[src/rtl/dspfr_pkg.sv]
package dspfr_pkg;

    typedef enum logic [1:0] {
        ST_IDLE  = 2'd0,
        ST_LEFT  = 2'd1,
        ST_RIGHT = 2'd2
    } rx_state_t;

endpackage

[src/rtl/dspfr_edge.sv]
module dspfr_edge (
    input  logic clk,
    input  logic rst_n,
    input  logic fsync,
    output logic fall
);

    // Previous sampled sync level; cleared so a line low at reset is not an edge.
    logic fs_q;

    always_ff @(posedge clk or negedge rst_n) begin
        if (!rst_n) begin
            fs_q <= 1'b0;
        end else begin
            fs_q <= fsync;
        end
    end

    assign fall = fs_q & ~fsync;

endmodule

[src/rtl/dspfr_ctrl.sv]
module dspfr_ctrl
    import dspfr_pkg::*;
#(
    parameter int WORD_W = 16
) (
    input  logic      clk,
    input  logic      rst_n,
    input  logic      fall,
    output rx_state_t state,
    output logic      start,
    output logic      shift_en,
    output logic      end_left,
    output logic      end_right,
    output logic      valid
);

    localparam int CNT_W = (WORD_W > 2) ? $clog2(WORD_W) : 1;
    localparam logic [CNT_W-1:0] LAST = CNT_W'(WORD_W - 1);
    localparam logic [CNT_W-1:0] ONE  = CNT_W'(1);

    logic [CNT_W-1:0] cnt;
    logic             last_bit;

    always_comb begin
        start     = fall;
        shift_en  = !fall && (state != ST_IDLE);
        last_bit  = (cnt == LAST);
        end_left  = shift_en && (state == ST_LEFT) && last_bit;
        end_right = shift_en && (state == ST_RIGHT) && last_bit;
    end

    // State register and bit counter
    always_ff @(posedge clk or negedge rst_n) begin
        if (!rst_n) begin
            state <= ST_IDLE;
            cnt   <= '0;
        end else if (fall) begin
            state <= ST_LEFT;
            cnt   <= ONE;
        end else begin
            unique case (state)
                ST_IDLE: begin
                    state <= ST_IDLE;
                    cnt   <= '0;
                end
                ST_LEFT: begin
                    if (last_bit) begin
                        state <= ST_RIGHT;
                        cnt   <= '0;
                    end else begin
                        cnt <= cnt + ONE;
                    end
                end
                ST_RIGHT: begin
                    if (last_bit) begin
                        state <= ST_IDLE;
                        cnt   <= '0;
                    end else begin
                        cnt <= cnt + ONE;
                    end
                end
                default: begin
                    state <= ST_IDLE;
                    cnt   <= '0;
                end
            endcase
        end
    end

    // Output register
    always_ff @(posedge clk or negedge rst_n) begin
        if (!rst_n) begin
            valid <= 1'b0;
        end else begin
            valid <= end_right;
        end
    end


    fall_restart_chk: assert property (@(posedge clk) disable iff (!rst_n)
        fall |=> (state == ST_LEFT) && (cnt == ONE));


    valid_pulse_chk: assert property (@(posedge clk) disable iff (!rst_n)
        valid |=> !valid);


    valid_source_chk: assert property (@(posedge clk) disable iff (!rst_n)
        valid |-> ($past(state) == ST_RIGHT));


    idle_hold_chk: assert property (@(posedge clk) disable iff (!rst_n)
        (state == ST_IDLE) && !fall |=> (state == ST_IDLE) && !valid);


    cnt_range_chk: assert property (@(posedge clk) disable iff (!rst_n)
        cnt <= LAST);

endmodule

[src/rtl/dspfr_shift.sv]
module dspfr_shift #(
    parameter int WORD_W = 16
) (
    input  logic              clk,
    input  logic              rst_n,
    input  logic              start,
    input  logic              shift_en,
    input  logic              end_left,
    input  logic              end_right,
    input  logic              sdata,
    output logic [WORD_W-1:0] left_o,
    output logic [WORD_W-1:0] right_o
);

    logic [WORD_W-1:0] sh;
    logic [WORD_W-1:0] nxt;
    logic [WORD_W-1:0] left_hold;

    always_comb begin
        if (start) begin
            nxt = {{(WORD_W-1){1'b0}}, sdata};
        end else begin
            nxt = {sh[WORD_W-2:0], sdata};
        end
    end

    always_ff @(posedge clk or negedge rst_n) begin
        if (!rst_n) begin
            sh        <= '0;
            left_hold <= '0;
            left_o    <= '0;
            right_o   <= '0;
        end else begin
            if (start || shift_en) begin
                sh <= nxt;
            end
            if (end_left) begin
                left_hold <= nxt;
            end
            if (end_right) begin
                left_o  <= left_hold;
                right_o <= nxt;
            end
        end
    end

endmodule

[src/rtl/dsp_frame_rx.sv]
module dsp_frame_rx
    import dspfr_pkg::*;
#(
    parameter int WORD_W = 16
) (
    input  logic              bclk,
    input  logic              rst_n,
    input  logic              fsync,
    input  logic              sdata,
    output logic [WORD_W-1:0] left_o,
    output logic [WORD_W-1:0] right_o,
    output logic              valid_o
);

    logic      fall;
    rx_state_t state;
    logic      start;
    logic      shift_en;
    logic      end_left;
    logic      end_right;

    dspfr_edge u_edge (
        .clk   (bclk),
        .rst_n (rst_n),
        .fsync (fsync),
        .fall  (fall)
    );

    dspfr_ctrl #(.WORD_W(WORD_W)) u_ctrl (
        .clk       (bclk),
        .rst_n     (rst_n),
        .fall      (fall),
        .state     (state),
        .start     (start),
        .shift_en  (shift_en),
        .end_left  (end_left),
        .end_right (end_right),
        .valid     (valid_o)
    );

    dspfr_shift #(.WORD_W(WORD_W)) u_shift (
        .clk       (bclk),
        .rst_n     (rst_n),
        .start     (start),
        .shift_en  (shift_en),
        .end_left  (end_left),
        .end_right (end_right),
        .sdata     (sdata),
        .left_o    (left_o),
        .right_o   (right_o)
    );


    hold_out_chk: assert property (@(posedge bclk) disable iff (!rst_n)
        !valid_o |-> $stable(left_o) && $stable(right_o));


    always_ff @(posedge bclk) begin
        if (!rst_n) begin
            reset_out_chk: assert (!valid_o && left_o == '0 && right_o == '0);
        end
    end

endmodule

[config.mk]
export PLATFORM = sky130hd
export DESIGN_NAME = dsp_frame_rx
export DESIGN_NICKNAME = d
export VERILOG_FILES = /design/src/rtl/dspfr_pkg.sv /design/src/rtl/dspfr_edge.sv /design/src/rtl/dspfr_ctrl.sv /design/src/rtl/dspfr_shift.sv /design/src/rtl/dsp_frame_rx.sv
export SDC_FILE = /design/constraint.sdc
export NUM_CORES = 1
export LEC_CHECK = 0
export BUFFER_PORTS_ARGS = -buffer_cell sky130_fd_sc_hd__buf_2
export CORE_MARGIN = 1
export CORE_UTILIZATION = 50
export DETAILED_ROUTE_END_ITERATION = 12
export PLACE_DENSITY = 0.7
export SYNTH_ARGS = -nofsm -noshare
export SYNTH_HDL_FRONTEND = slang
export SYNTH_HIERARCHICAL = 1
export SYNTH_SLANG_ARGS = --single-unit
[constraint.sdc]
create_clock -name bclk -period 2.2 [get_ports bclk]
set_input_delay 0.55 -clock bclk [delete_from_list [all_inputs] [get_ports bclk]]
set_output_delay 0.55 -clock bclk [all_outputs]
set_load 0.1 [all_outputs]
==> reports/qor.yml, run 1 <==
vdd_drop_max_mv: 0.3242
hold_viol_final: 0
yosys_most_used_dff: "dfrtp_1"
hold_class: "input pin to asynchronous set/reset pin"
synth_top_family_by_area: "multiplexers"
track_usage_pct: 16.07
postCtsSetupRepairBufs: 0
ys_warn_count: 6
p_leak_nw: 1.815
cts_made_buffers: 9
synth_top_area_share_pct: 56.98
path_class: "flop to flop"
crit_chain: "ha_1, and3_2, and3_2, buf_4, mux2_4"
synth_commonest_cells: "dfrtp_1 (71), mux2_4 (41), nor2_1 (18)"
crit_path_max_fanout: 12
grt_pass1_vias: 1584
worstSetupEndpointType: "flop"
holdWs_ps: 216.3
ant_nets: 0
grt_antenna_before_repair: 0
post_synth_fa_ha_maj_area_fraction_pct: 1.605
rsz0062_at_grt: "false"
fmax_mhz: 551.9
clockRootBuffer: "clkbuf_8"
dp_slack_ps: 397.6
crit_top_cell: "and3_2"
fin_crit_ps: 1812
synth-seq-cells: 71
via_per_inst: 4.926
fin_nets: 253
outcome: "complete, no violations"
worstSetupStartpointType: "flop"
max-clock-path-buffers: 2
reg2reg_setup_slack_ps: 390
cts_tree: "built"
max_stage_delay_ps: 400
nFillCells: 520
cap_viol_max_count: 0
grt_remaining_overflow: 0
clkTransAtPathRegs_ps: 80
postCtsHoldBufs: 0
drc: 0
h-tree-depth: 3
slowest_stage: "dfrtp_1"
worst_pin_slew_ps: 488.9
crit_start: "u_ctrl/cnt[0]"
fin_ws_ps: 388.1
dr.pass1.iters: 4
die_w_microns: 80.97
layout-drive-gt1-share_pct: 44.98
wire_per_inst_microns: 14.55
synth.largest_area_cell: "dfrtp_1"
seq_area_frac_synth_pct: 56.98
reg2reg_from: "u_ctrl/cnt[0]"
synth.most_common_cell: "dfrtp_1"
synth.distinct_cells: 24
cp_num_buf_inv: 1
clk_latency_ps: 340
num_vias: 1596
place_area_sq_um: 3329
finalSetupViolCount: 0
wl_microns: 4713
max_slew_margin_pct: 67.63
slew_viol_final: 0
clock_skew_ps: 8.648
rr_worst_depth: 5
io_buffers: 36
r2r-end: "u_shift/left_o[10]"
grt_start_max_net_pins: 72
synth_area_sq_um: 3118
clock_sinks: 71
ys_async_sr_fraction_pct: 100.0
synth_edf_count: 0
synth_compound_area_share_pct: 1.565
power_w: 0.002324
drt_iter0_markers: 77
final.setup.tns_ps: 0
crit_arrival_ps: 2030
synthSimpleGateAreaFrac_pct: 7.063
syn_area_per_cell_sq_um: 15.28
die_y_microns: 80.97
critPathTopFamily: "simple AND/OR/NAND/NOR gates"
syn_inst: 204
rows: 28
grt_pass1_wl_microns: 7665
dp_hpwl_microns: 3008
crit_required_ps: 2420
fin_area_sq_um: 3492
synth-xor-area-share_pct: 0.2809
timing.final.crit_share_pct: 82.36
core_sq_um: 5956
syn_nets: 212
regArea_sq_um: 1777
yosys-top-cells-area: "dfrtp_1 (57%), mux2_4 (20%), mux2i_1 (4.5%)"
gp_congestion: 0.7823
antenna_cells: 0
p_per_area_nw_per_um2: 665.5
dieArea_sq_um: 6556
ioPinCount: 37
synth_mux_area_share_pct: 27.13
post_cts_resized: 0
multi_input_area_sq_um: 1177
area_growth_pct: 12.00
start_util_pct: 52.35
## how the worst max path moves through the flow
| stage | to | cells after the start |
|---|---|---|
| 6_report | u_shift/left_o[10] | 5 |
| 5_1_grt | u_shift/right_o[11] | 5 |
| 3_3_place_gp | u_shift/left_o[9] | 6 |
| 3_5_place_dp | u_shift/left_o[10] | 6 |
| 4_1_cts | u_shift/left_o[10] | 5 |
| 2_1_floorplan | u_shift/left_o[0] | 6 |
## where the power goes
part / total, W / internal [W] / switching (W)
clock network: 0.000876 / 0.000398 / 0.000478
logic: 0.000113 / 0.0000439 / 0.0000689
registers: 0.00134 / 0.00132 / 0.0000131
## worst reg2reg max path: stages (launching register included)
cell and delay, ps:
dfrtp_1 400, ha_1 260, and3_2 230, and3_2 220, buf_4 260, mux2_4 330
## layer usage
layer  up-vias  share of wire (%)  track usage [%]  wire [microns]
met5         -                  0                0               0
met4         0                1.9            10.18              90
met3         9                2.9            3.258             136
met2        27                 45            22.77            2128
met1       788                 50            22.36            2357
li1        772                  -                -               -
## cells by family (layout without fill, tap and decap cells)
family | Yosys count | count (layout)
DFF | 71 | 71
muxes | 63 | 63
and+or+nand+nor | 40 | 40
buffers and inverters | 17 | 62
AOI/OAI and AO/OA | 8 | 8
adders and majority gates | 4 | 4
xor gates and xnor gates | 1 | 1
## registers in the layout, indices dropped and copies added, names as in the netlist
signal / count
u_shift/left_hold: 16
u_shift/sh: 15
u_shift/left_o: 16
u_shift/right_o: 16
u_ctrl/state: 2
u_edge/fs_q: 1
u_ctrl/valid: 1
u_ctrl/cnt: 4
## stage by stage
stage / util [%] / cells
5_1_grt: 58.63 / 324
3_3_place_gp: 55.90 / 309
4_1_cts: 58.63 / 324
2_1_floorplan: - / 204
3_5_place_dp: 55.90 / 309
6_report: 58.63 / 324
## cell usage in the layout (no fill, tap or decap), drive strengths merged
master,n
a211oi,1
a21oi,3
a31o,1
and3,3
buf,42
clkbuf,9
clkinv,4
clkinvlp,2
dfrtp,71
ha,4
inv,5
mux2,49
mux2i,14
nand2b,1
nand3,1
nand4b,1
nor2,18
nor2b,16
o21ai,2
o21bai,1
xnor2,1
## layout make-up
cell class | instances | share of cell area [%]
multi-input cells | 116 | 33.72
clock inverters | 6 | 1.111
clock buffers | 9 | 3.547
inverters | 5 | 0.5374
repair buffers | 42 | 7.524
well taps | 75 | 2.687
flip-flops and latches | 71 | 50.88
No activity file was read; power rests on OpenSTA's default activity.
==> run 2, diff against run 1 <==
--- a/config.mk
+++ b/config.mk
@@ -9,7 +9,7 @@
 export CORE_MARGIN = 1
 export CORE_UTILIZATION = 50
 export DETAILED_ROUTE_END_ITERATION = 12
-export PLACE_DENSITY = 0.7
+export PLACE_DENSITY = 0.73
 export SYNTH_ARGS = -nofsm -noshare
 export SYNTH_HDL_FRONTEND = slang
 export SYNTH_HIERARCHICAL = 1
==> constraint.sdc (replaced) <==
create_clock -name bclk -period 1.51 [get_ports bclk]
set_input_delay 0.3775 -clock bclk [delete_from_list [all_inputs] [get_ports bclk]]
set_output_delay 0.3775 -clock bclk [all_outputs]
set_load 0.1 [all_outputs]
==> reports/qor.yml, run 2 (same netlist as run 1, synthesis figures left out) <==
drc: 0  # unchanged
slew_viol_final: 0  # unchanged
clockRootBuffer: "clkbuf_8"  # unchanged
clkTransAtPathRegs_ps: 70  # was 80 ps
track_usage_pct: 17.29  # was 16.07%
crit_chain: "ha_4, and3_4, and3_4, buf_12, mux2_4"  # was ha_1, and3_2, and3_2, buf_4, mux2_4
gp_congestion: 0.6754  # was 0.7823
outcome: "finished, violations left"  # was complete, no violations
via_per_inst: 4.962  # was 4.926
switching_share_pct: 21.38  # was 24.09%
ioPinCount: 37  # unchanged
wire_per_inst_microns: 15.21  # was 14.55 microns
num_vias: 1677  # was 1,596
cap_viol_max_count: 0  # unchanged
multi_input_area_sq_um: 1270  # was 1177 sq um
dp_slack_ps: -128.3  # was 397.6 ps
clock_skew_ps: 4.650  # was 8.648 ps
core_sq_um: 5956  # unchanged
h-tree-depth: 3  # unchanged
vdd_drop_max_mv: 0.4551  # was 0.3242 mV
max_stage_delay_ps: 390  # was 400 ps
ant_nets: 0  # unchanged
p_leak_nw: 1.901  # was 1.815 nW
hold_viol_final: 0  # unchanged
p_sw_w: 0.0007792  # was 0.0005598 W
antenna_cells: 0  # unchanged
cp_num_buf_inv: 1  # unchanged
slowest_stage: "dfrtp_1"  # unchanged
crit_path_max_fanout: 17  # was 12
clock_sinks: 71  # unchanged
seqPwrFrac_pct: 53.4  # was 57.5%
p_int_w: 0.002865  # was 0.001764 W
fin_crit_ps: 1591  # was 1812 ps
routed.top_layer: "met4"  # unchanged
dr.pass1.iters: 4  # unchanged
final_common_cell: "dfrtp_1"  # unchanged
final.setup.tns_ps: -1844  # was 0 ps
timing.final.crit_share_pct: 105.3  # was 82.36%
grt_start_max_net_pins: 72  # unchanged
worst_pin_slew_ps: 489.3  # was 488.9 ps
layout-drive-gt1-share_pct: 50.19  # was 44.98%
fmax_mhz: 628.7  # was 551.9 MHz
wl_met3_microns: 184  # was 136 microns
grt_remaining_overflow: 0  # unchanged
crit_top_cell: "and3_4"  # was and3_2
max_slew_margin_pct: 67.61  # was 67.63%
clk_latency_ps: 330  # was 340 ps
regArea_sq_um: 1777  # unchanged
die_w_microns: 80.97  # unchanged
worstSetupEndpointType: "flop"  # unchanged
comb_power_share_pct: 5.9  # was 4.9%
grt_antenna_before_repair: 0  # unchanged
rsz0062_at_grt: "true"  # was false
start_util_pct: 52.35  # unchanged
wl_microns: 5142  # was 4713 microns
violations: "setup timing"
dp_hpwl_microns: 3115  # was 3008 microns
drt_iter0_markers: 81  # was 77
top_regs: "u_shift/left_hold: 16 flops, u_shift/left_o: 16 flops, u_shift/right_o: 16 flops"  # unchanged
final_cell_mix: "dfrtp_1 (71), mux2_4 (49), clkbuf_4 (24), buf_4 (21), nor2_1 (16)"  # was dfrtp_1 (71), mux2_4 (41), buf_2 (36), nor2_1 (17), nor2b_1 (15)
dieArea_sq_um: 6556  # unchanged
holdWs_ps: 50.87  # was 216.3 ps
fin_nets: 267  # was 253
grt_pass1_vias: 1676  # was 1,584
pwr-share-clk_pct: 40.7  # was 37.7%
path_class: "flop to flop"  # unchanged
power_w: 0.003644  # was 0.002324 W
nFillCells: 443  # was 520
wl_met2_microns: 2486  # was 2128 microns
crit_arrival_ps: 1810  # was 2030 ps
fin_ws_ps: -80.56  # was 388.1 ps
p_per_area_nw_per_um2: 948.6  # was 665.5 nW/um^2
io_buffers: 36  # unchanged
grt_pass1_wl_microns: 8128  # was 7665 microns
hold_class: "input pin to asynchronous set/reset pin"  # unchanged
critPathTopFamily: "simple AND/OR/NAND/NOR gates"  # unchanged
die_y_microns: 80.97  # unchanged
worstSetupStartpointType: "flop"  # unchanged
finalSetupViolCount: 41  # was 0
rows: 28  # unchanged
postCtsHoldBufs: 0  # unchanged
max-clock-path-buffers: 2  # unchanged
cts_tree: "built"  # unchanged
drt-met1-wl_microns: 2434  # was 2357 microns
cts_made_buffers: 9  # unchanged
area_growth_pct: 23.19  # was 12.00%
crit_required_ps: 1730  # was 2420 ps
postLayoutCoreUtil_pct: 64.50  # was 58.63%
==> run 2: cell types whose count changed in the layout (fill, tap and decap cells not counted), sizes merged <==
cell	before	now
clkbuf	9	37
buf	42	31
clkinv	4	1
bufinv	0	1
clkinvlp	2	1
==> run 2: power groups by stage <==
stage                     Combinational (W)  Clock, W  Sequential [W]
after floorplan                    0.000113         0         0.00198
after global placement             0.000189         0         0.00198
after detailed placement           0.000194         0         0.00198
after CTS                          0.000213   0.00154         0.00195
after global routing               0.000238   0.00163         0.00195
final                              0.000213   0.00148         0.00195
==> run 2: worst paths after layout <==
| kind | startpoint | endpoint | slack [ps] | cells after the start |
|---|---|---|---|---|
| max | u_ctrl/cnt[1] | u_shift/left_o[3] | -80 | 5 |
| min | rst_n | u_shift/right_o[11] | 50 | 2 |
| max reg2reg | u_ctrl/cnt[1] | u_shift/left_o[3] | -80 | 5 |
| min reg2reg | u_shift/right_o[13] | u_shift/right_o[13] | 510 | 1 |
| max in group asynchronous | rst_n | u_shift/right_o[0] | 1150 | 2 |
| min in group bclk | fsync | u_edge/fs_q | 200 | 1 |
==> run 2: layout make-up <==
type,instances,share of cell area (%)
Clock buffer,12,4.039
Clock inverter,3,1.107
Inverter,5,0.4886
Multi-Input combinational cell,116,33.06
Sequential cell,71,46.25
Tap cell,75,2.443
Timing Repair Buffer,56,12.61
==> run 2: layer usage <==
layer	global-route usage [%]	vias up
met5	0	-
met4	7.679	0
met3	5.955	4
met2	25.38	32
met1	23.11	845
li1	-	796
==> run 2: repair_timing <==
| action | 4_1_cts | 5_1_grt |
|---|---|---|
| setup buffers | 3 | 0 |
| pin swaps | 1 | 1 |
| gates cloned | 1 | 1 |
| setup endpoints to repair | 56 | 75 |
| resized for setup | 21 | 36 |
==> run 2: stage by stage <==
stage / instance area (sq um) / instances
detailed placement: 3425 / 319
global route: 3841 / 338
floorplan: 3142 / 204
CTS: 3711 / 338
global placement: 3425 / 319
finish: 3841 / 338
==> run 2: worst register-to-register path: stages (launching register included) <==
cell	delay (ps)
dfrtp_1	390
ha_4	150
and3_4	190
and3_4	240
buf_12	180
mux2_4	320
